===== src/rtl/irq_slot_pkg.sv =====
package irq_slot_pkg;
  localparam int LVL_W   = 5;
  localparam int SLOT_W  = 2;
  localparam int LINE_W  = LVL_W - SLOT_W;
  localparam int BUS_W   = 1 << LINE_W;
  localparam int ADDR_W  = 2;
  localparam int CFG_LVL_LSB = 0;
  localparam int CFG_SEL_LSB = 8;

  typedef enum logic [ADDR_W-1:0] {
    REG_ENABLE = 2'd0,
    REG_STATUS = 2'd1,
    REG_CONFIG = 2'd2,
    REG_SPARE  = 2'd3
  } reg_sel_e;

  // slot that a given level belongs to
  function automatic logic [SLOT_W-1:0] level_group(input logic [LVL_W-1:0] lvl);
    return lvl[LVL_W-1 -: SLOT_W];
  endfunction

  // line index inside the slot
  function automatic logic [LINE_W-1:0] level_line(input logic [LVL_W-1:0] lvl);
    return lvl[LINE_W-1:0];
  endfunction

  // active-low one-cold pattern for a line
  function automatic logic [BUS_W-1:0] line_pattern_n(input logic [LINE_W-1:0] line);
    return ~(BUS_W'(1) << line);
  endfunction

  // true when the module owns the bus this cycle
  function automatic logic slot_owned(input logic [LVL_W-1:0] lvl,
                                      input logic [SLOT_W-1:0] sel,
                                      input logic [SLOT_W-1:0] slot);
    return (lvl != '0) && (level_group(lvl) == sel) && (slot == sel);
  endfunction
endpackage


===== src/rtl/irq_slot_regs.sv =====
module irq_slot_regs
  import irq_slot_pkg::*;
#(
  parameter int N_CH   = 16,
  parameter int DATA_W = 32
) (
  input  logic                     clk,
  input  logic                     rst_n,
  input  logic [N_CH-1:0]          ch_set,
  input  logic                     wr_en,
  input  logic [ADDR_W-1:0]        wr_addr,
  input  logic [DATA_W-1:0]        wr_data,
  input  logic [ADDR_W-1:0]        rd_addr,
  output logic [DATA_W-1:0]        rd_data,
  output logic [N_CH-1:0]          enable_q,
  output logic [N_CH-1:0]          status_q,
  output logic [LVL_W-1:0]         level_q,
  output logic [SLOT_W-1:0]        sel_q
);
  logic            wr_enable, wr_status, wr_config;
  logic [N_CH-1:0] clr_mask;
  logic [N_CH-1:0] status_d;

  assign wr_enable = wr_en && (reg_sel_e'(wr_addr) == REG_ENABLE);
  assign wr_status = wr_en && (reg_sel_e'(wr_addr) == REG_STATUS);
  assign wr_config = wr_en && (reg_sel_e'(wr_addr) == REG_CONFIG);
  assign clr_mask  = wr_status ? wr_data[N_CH-1:0] : '0;

  // per-channel flag update: set pulse beats the clear
  for (genvar i = 0; i < N_CH; i++) begin : g_flag
    always_comb begin
      if (ch_set[i])       status_d[i] = 1'b1;
      else if (clr_mask[i]) status_d[i] = 1'b0;
      else                 status_d[i] = status_q[i];
    end
  end

  always_ff @(posedge clk or negedge rst_n) begin
    if (!rst_n) begin
      enable_q <= '0;
      status_q <= '0;
      level_q  <= '0;
      sel_q    <= '0;
    end else begin
      status_q <= status_d;
      if (wr_enable) enable_q <= wr_data[N_CH-1:0];
      if (wr_config) begin
        level_q <= wr_data[CFG_LVL_LSB +: LVL_W];
        sel_q   <= wr_data[CFG_SEL_LSB +: SLOT_W];
      end
    end
  end

  always_comb begin
    rd_data = '0;
    unique case (reg_sel_e'(rd_addr))
      REG_ENABLE: rd_data[N_CH-1:0] = enable_q;
      REG_STATUS: rd_data[N_CH-1:0] = status_q;
      REG_CONFIG: begin
        rd_data[CFG_LVL_LSB +: LVL_W]  = level_q;
        rd_data[CFG_SEL_LSB +: SLOT_W] = sel_q;
      end
      REG_SPARE:  rd_data = '0;
    endcase
  end
endmodule


===== src/rtl/irq_slot_counter.sv =====
module irq_slot_counter
  import irq_slot_pkg::*;
(
  input  logic              clk,
  input  logic              rst_n,
  output logic [SLOT_W-1:0] slot_q
);
  always_ff @(posedge clk or negedge rst_n) begin
    if (!rst_n) slot_q <= '0;
    else        slot_q <= slot_q + 1'b1;
  end
endmodule


===== src/rtl/irq_slot_driver.sv =====
module irq_slot_driver
  import irq_slot_pkg::*;
#(
  parameter int N_CH = 16
) (
  input  logic [N_CH-1:0]   status,
  input  logic [N_CH-1:0]   enable,
  input  logic [LVL_W-1:0]  level,
  input  logic [SLOT_W-1:0] sel,
  input  logic [SLOT_W-1:0] slot,
  output logic              pending,
  output logic              drive_hit,
  output logic [BUS_W-1:0]  irq_n
);
  logic [N_CH-1:0] ch_req;

  for (genvar i = 0; i < N_CH; i++) begin : g_req
    assign ch_req[i] = status[i] & enable[i];
  end

  assign pending   = |ch_req;
  assign drive_hit = pending && slot_owned(level, sel, slot);
  assign irq_n     = drive_hit ? line_pattern_n(level_line(level)) : '1;
endmodule


===== src/rtl/irq_slot_encoder.sv =====
module irq_slot_encoder
  import irq_slot_pkg::*;
#(
  parameter int N_CH   = 16,
  parameter int DATA_W = 32
) (
  input  logic              clk,
  input  logic              rst_n,
  input  logic [N_CH-1:0]   ch_set,
  input  logic              wr_en,
  input  logic [1:0]        wr_addr,
  input  logic [DATA_W-1:0] wr_data,
  input  logic [1:0]        rd_addr,
  output logic [DATA_W-1:0] rd_data,
  output logic [7:0]        irq_n,
  output logic              pending,
  output logic [1:0]        slot_phase
);
  logic [N_CH-1:0]   enable_q;
  logic [N_CH-1:0]   status_q;
  logic [LVL_W-1:0]  level_q;
  logic [SLOT_W-1:0] sel_q;
  logic [SLOT_W-1:0] slot_q;
  logic              drive_hit;

  irq_slot_regs #(.N_CH(N_CH), .DATA_W(DATA_W)) u_regs (
    .clk(clk), .rst_n(rst_n), .ch_set(ch_set),
    .wr_en(wr_en), .wr_addr(wr_addr), .wr_data(wr_data),
    .rd_addr(rd_addr), .rd_data(rd_data),
    .enable_q(enable_q), .status_q(status_q),
    .level_q(level_q), .sel_q(sel_q)
  );

  irq_slot_counter u_ctr (.clk(clk), .rst_n(rst_n), .slot_q(slot_q));

  irq_slot_driver #(.N_CH(N_CH)) u_drv (
    .status(status_q), .enable(enable_q), .level(level_q),
    .sel(sel_q), .slot(slot_q),
    .pending(pending), .drive_hit(drive_hit), .irq_n(irq_n)
  );

  assign slot_phase = slot_q;
endmodule


===== config.mk =====
export PLATFORM = sky130hd
export DESIGN_NAME = irq_slot_encoder
export DESIGN_NICKNAME = d
export VERILOG_FILES = /design/src/rtl/irq_slot_pkg.sv /design/src/rtl/irq_slot_regs.sv /design/src/rtl/irq_slot_counter.sv /design/src/rtl/irq_slot_driver.sv /design/src/rtl/irq_slot_encoder.sv
export SDC_FILE = /design/constraint.sdc
export NUM_CORES = 1
export LEC_CHECK = 0
export BUFFER_PORTS_ARGS = -buffer_cell sky130_fd_sc_hd__buf_4
export CORE_UTILIZATION = 50
export CTS_CLUSTER_DIAMETER = 60
export DETAILED_ROUTE_END_ITERATION = 8
export GPL_ROUTABILITY_DRIVEN = 1
export PLACE_DENSITY = 0.82
export SYNTH_ARGS = -nofsm -noshare
export SYNTH_HDL_FRONTEND = slang
export SYNTH_SLANG_ARGS = --single-unit

===== constraint.sdc =====
create_clock -name clk -period 3.7 [get_ports clk]
set_input_delay 0.185 -clock clk [delete_from_list [all_inputs] [get_ports clk]]
set_output_delay 0.185 -clock clk [all_outputs]
set_load 0.01 [all_outputs]

# After elaboration in Yosys (flattened, before gate mapping)
# Cells that the tools add are included.
# W data, S select, Z words.
# word_totals
register_bits	41
# op_classes
bitwise_logic	17
shift	1
muxes	38
reduce_logical	26
n_addsub	1
eq_ne	7
# op_table
operator	count
$mux W1	32
$reduce_bool A2 Y1	16
$pmux W5 S4	1
$and A1 B1 Y1	16
$mux W16	1
$reduce_or A16 Y1	1
$pmux W6 S2	1
$mux W8	1
$not A8 Y8	1
$pmux W2 S4	1
$shl A1 B3 Y8 const A	1
$eq A2 B2 Y1 const B	3
$logic_and A1 B1 Y1	6
$pmux W3 S2	1
$reduce_bool A5 Y1	1
$eq A2 B1 Y1 const B	2
$eq A2 B2 Y1	2
$logic_not A2 Y1	2
$add A2 B1 Y2 const B	1

# Depth between registers and ports, before layout
# depth
depth_word	5
depth_mapped	5
ltp_nobuf	4

# By module
# From an unflattened synthesis, not the netlist that was laid out.
# hier_totals
hier_cells	208
area_unflattened_um2	2209.6
# by_module_without_submodules
module	cells_each	seq_area_each_um2	area_per_inst_um2	n_inst
irq_slot_regs	170	975.9	1921.8	1
irq_slot_driver	34	0.0	225.2	1
irq_slot_counter	4	50.0	62.6	1

# Least setup slack after synthesis
# Ideal clock, no wire load.
# synth_timing
path_kind	flip-flop to output port
start	register u_regs.enable_q[5]
end	output irq_n[0]
path_stages_with_launch	5
setup_slack_ns	2.198
arrival_ns	1.317
path_cell_list	dfrtp_1 -> a22o_1 -> a221oi_1 -> nand4_2 -> nand4b_1
# synth_via
elab_chain_cells	4
# synth_rtl
item	line	source
start, declared	irq_slot_regs.sv:15	output logic [N_CH-1:0] enable_q,
start signal, assigned	irq_slot_regs.sv:46	if (wr_enable) enable_q <= wr_data[N_CH-1:0];
$and A1 B1 Y1	irq_slot_driver.sv:18	assign ch_req[i] = status[i] & enable[i];
$reduce_or A16 Y1	irq_slot_driver.sv:21	assign pending = |ch_req;
net pending	irq_slot_encoder.sv:16	output logic pending,
$logic_and A1 B1 Y1	irq_slot_driver.sv:22	assign drive_hit = pending && slot_owned(level, sel, slot);
$mux W8	irq_slot_driver.sv:23	assign irq_n = drive_hit ? line_pattern_n(level_line(level)) : '1;
end, declared	irq_slot_encoder.sv:15	output logic [7:0] irq_n,
# The timed path passes the listed nets, and every way through them passes these cells.

# Worst setup path in the final report
# layout_timing
start	register u_regs.level_q[2]
end	output irq_n[5]
# layout_via
elab_chain_cells	5
word_cells_on_any_way	7
classes_between	1 x shift; 1 x mux; 1 x bitwise; 4 x reduce/logical
# layout_rtl
item	line	source
start, declared	irq_slot_regs.sv:17	output logic [LVL_W-1:0] level_q,
start signal, assigned	irq_slot_regs.sv:48	level_q <= wr_data[CFG_LVL_LSB +: LVL_W];
$reduce_bool A5 Y1	irq_slot_pkg.sv:36	return (lvl != '0) && (level_group(lvl) == sel) && (slot == sel);
$logic_and A1 B1 Y1 (2 in series)	irq_slot_pkg.sv:36	
$logic_and A1 B1 Y1	irq_slot_driver.sv:22	
$mux W8 (*)	irq_slot_driver.sv:23	
# Every way passes the cells marked *; elsewhere a longest branch is shown, timed or not.

==> summary.txt <==
Route
  • Sum of routed wire length over all layers: 4.61 mm
  • Antenna Violating Nets Remaining: 0
  • Remaining design rule violation count: 0
  • Detailed Routing Iterations Pass 1: 4
  • DRC marker count from the first detailed-route iteration: 50
  • Via count: about 1,700
  • Average via count per standard cell: 5.39
  • Wire per inst: 14.8 µm

Place
  • Placed insts: 303
  • Port-buffer cells: 65
  • Routability Congestion: 0.729
  • Sum of net half-perimeters after detailed placement: approximately 3.3 mm

Setup path
  • Worst r2r dst: u_regs.level_q[2]
  • Worst Path Required: 3.51 ns
  • Element type at the critical path end: output pin
  • Crit Reg-Reg Startpoint: u_regs.level_q[2]
  • Crit Path Category: register to output pin
  • FF-to-FF setup slack: 2.80 ns
  • Arrival time at the worst endpoint: between 1.5 and 2 ns
  • Worst r2r path cells: 1
  • Largest driver fanout on the critical path: 11
  • Critical path startpoint category: register

Die
  • Std-Cell Core Area: 0.00409 mm²
  • Top-level I/O count: 98
  • Number of placement rows: 23
  • Die outline area: 0.00458 mm²
  • Die width: approximately 68 µm
  • DIE HEIGHT: 67.7 µm
  • Starting Density: 0.528

Cells and area
  • Final nets: 316
  • Finished Core Util: 0.661
  • Number of antenna cells inserted: 0
  • Post-route non-filler standard cell count: a little over 300
  • Layout cells sized above 1: 0.379
  • Layout overhead on the synthesized area: 25.1%
  • Filler instances: 342

Synthesis
  • FF+latch count, synth: between 40 and 50
  • Synthesized area per cell: around 11 µm²
  • Proportion of synthesized flip-flops having asynchronous set or reset: 1.00
  • Syn. warnings: 0
  • Top_reg_cell synth: dfrtp_1
  • Most repeated cell in the gate-level netlist after synthesis: dfrtp_1
  • Top post-synthesis cells by area: dfrtp_1, mux2_2, mux2i_1
  • Library cell with the largest summed area after synthesis: dfrtp_1
  • Sequential share of the synthesized area: 0.475
  • Most frequent cells after synthesis: dfrtp_1, nand2_1, mux2_2
  • Synth cell types: 29
  • Post-synthesis cell count: 197
  • Number of synthesized flops with an enable pin: 0
  • Share of the synthesized area in the top cell type: 0.475
  • Synthesized area: 0.00216 mm²

STA
  • RSZ-0062 raised after global routing: false
  • Worst slew pin tran: 0.846 ns
  • Shortest period the worst path allows: 2.07 ns
  • Final critical-path share of the clock period: 0.560
  • Peak clock frequency supported by timing: 483 MHz
  • Post-Route Skew: 0.0000149 ns
  • Count of endpoints failing hold in the final timing report: 0
  • Normalized max-slew margin: 0.436
  • Accumulated negative setup slack: 0 ns
  • Number of endpoints failing setup at the final stage: 0
  • Final number of max-transition violations: 0
  • Worst hold margin: around 0.063 ns

Power
  • Power density over the cells: ~400 mW/mm²
  • Leak Pwr: roughly 0.0012 µW
  • VDD IR max: 245 µV

Clocking
  • H-tree Lvls: 2
  • Clock sink count: 41
  • Clock-pin slew on the worst setup and hold paths: 0.07 ns
  • Post-CTS repair timing setup buffer count: 0
  • Bufs on Longest Clock Path: 2
  • Post-cts hold buffer count: 1
  • CTS buffer count: 5
  • Root buffer selected by CTS: clkbuf_8
  • CTS tree: yes
  • CTS resizes: 0
  • Clk Latency, worst-skew pair: around 0.29 ns

Global routing
  • Largest net degree at the start of global routing: 42
  • Gr usage total: 0.226
  • Global-route wire length before repair: roughly 7.4 mm
  • GRT overflow: 0
  • Initial antenna violation count: 0
  • Number of global-route vias before repair: approximately 1,600

Job
  • Total of max-cap violations: 0

Hold path
  • Hold Startpoint: ch_set[13]
  • Worst Hold Endpoint: u_regs.status_q[13]
  • Path type of the worst min-delay path: primary input to register
  • Cells on Worst Hold Path: 2

Outcome
  • Result of the run: finished, final reports clean
-- cell families after synthesis --
family	count (synthesis)	share of synthesized area
XOR/XNOR	1	0.00406
buffers and inverters	25	0.0765
other	1	0.00174
flip-flops	41	0.475
AND/OR/NAND/NOR	58	0.141
multiplexers	39	0.194
AO/OA/AOI/OAI	32	0.107
-- worst max-delay path by stage --
stage / from / slack [ns] / end
final: u_regs.level_q[2] / 1.63 / irq_n[5]
after detailed placement: u_regs.level_q[2] / 1.95 / irq_n[5]
after global placement: u_regs.level_q[2] / 1.96 / irq_n[1]
after CTS: u_regs.level_q[2] / 1.62 / irq_n[5]
after floorplan: u_regs.enable_q[5] / 2.20 / irq_n[0]
after global routing: u_regs.level_q[2] / 1.52 / irq_n[6]
-- power breakdown --
part | switching (µW) | internal [µW]
clock | 145 | 148
sequential | 52.7 | 502
combinational | 109 | 138
-- stage by stage --
| step | setup WS, ns | total power (µW) | cell area [µm²] |
|---|---|---|---|
| floorplan | 2.20 | 709 | 2210 |
| finish | 1.63 | 1090 | 2700 |
| detailed placement | 1.95 | 808 | 2600 |
| CTS | 1.62 | 1100 | 2700 |
| global route | 1.52 | 1150 | 2700 |
| global placement | 1.96 | 798 | 2600 |
-- per-layer routing --
metal,global-route usage,part of all wire,up-vias,wire [µm]
met2,0.359,0.47,73,2170
met3,0.0507,0.077,8,356
li1,-,-,795,-
met5,0,0,-,0
met4,0.0957,0.015,0,71
met1,0.296,0.44,801,2020
-- state kept, by name, indices dropped and copies added, names as in the netlist --
register,count
u_regs.level_q,5
u_regs.status_q,16
u_ctr.slot_q,2
u_regs.sel_q,2
u_regs.enable_q,16
-- critical path, stage by stage (launching register included) --
cell	delay, ns
dfrtp_1	0.49
or4_1	0.55
a21oi_1	0.21
nor2_2	0.11
nand4_1	0.10
buf_4	0.13
-- layout by cell type (no fill, tap or decap) --
master and instances:
a21o_1 16, a21oi_1 1, a221oi_1 4, a22o_1 4
and2_1 1, and3_2 2, and3b_1 1, buf_4 65
clkbuf_1 1, clkbuf_8 6, conb_1 16, dfrtp_1 41
dlygate4sd3_1 1, inv_1 1, mux2_2 23, mux2i_1 16
nand2_1 25, nand3b_1 1, nand4_1 3, nand4_2 1
nand4b_1 4, nor2_1 11, nor2_2 1, nor2b_1 3
nor3_1 3, nor3b_4 1, o21ai_0 7, or4_1 1
xor2_1 1
-- layout make-up --
class / count / area [µm²] / share of cell area
sequential: 41 / 1030 / 0.380
multi-input combinational: 146 / 1020 / 0.379
timing repair buffer: 66 / 498 / 0.184
clock buffer: 7 / 86.3 / 0.0320
tap: 50 / 62.6 / 0.0232
inverter: 1 / 3.75 / 0.00139
Note: power is estimated with default switching activity, not from simulation.
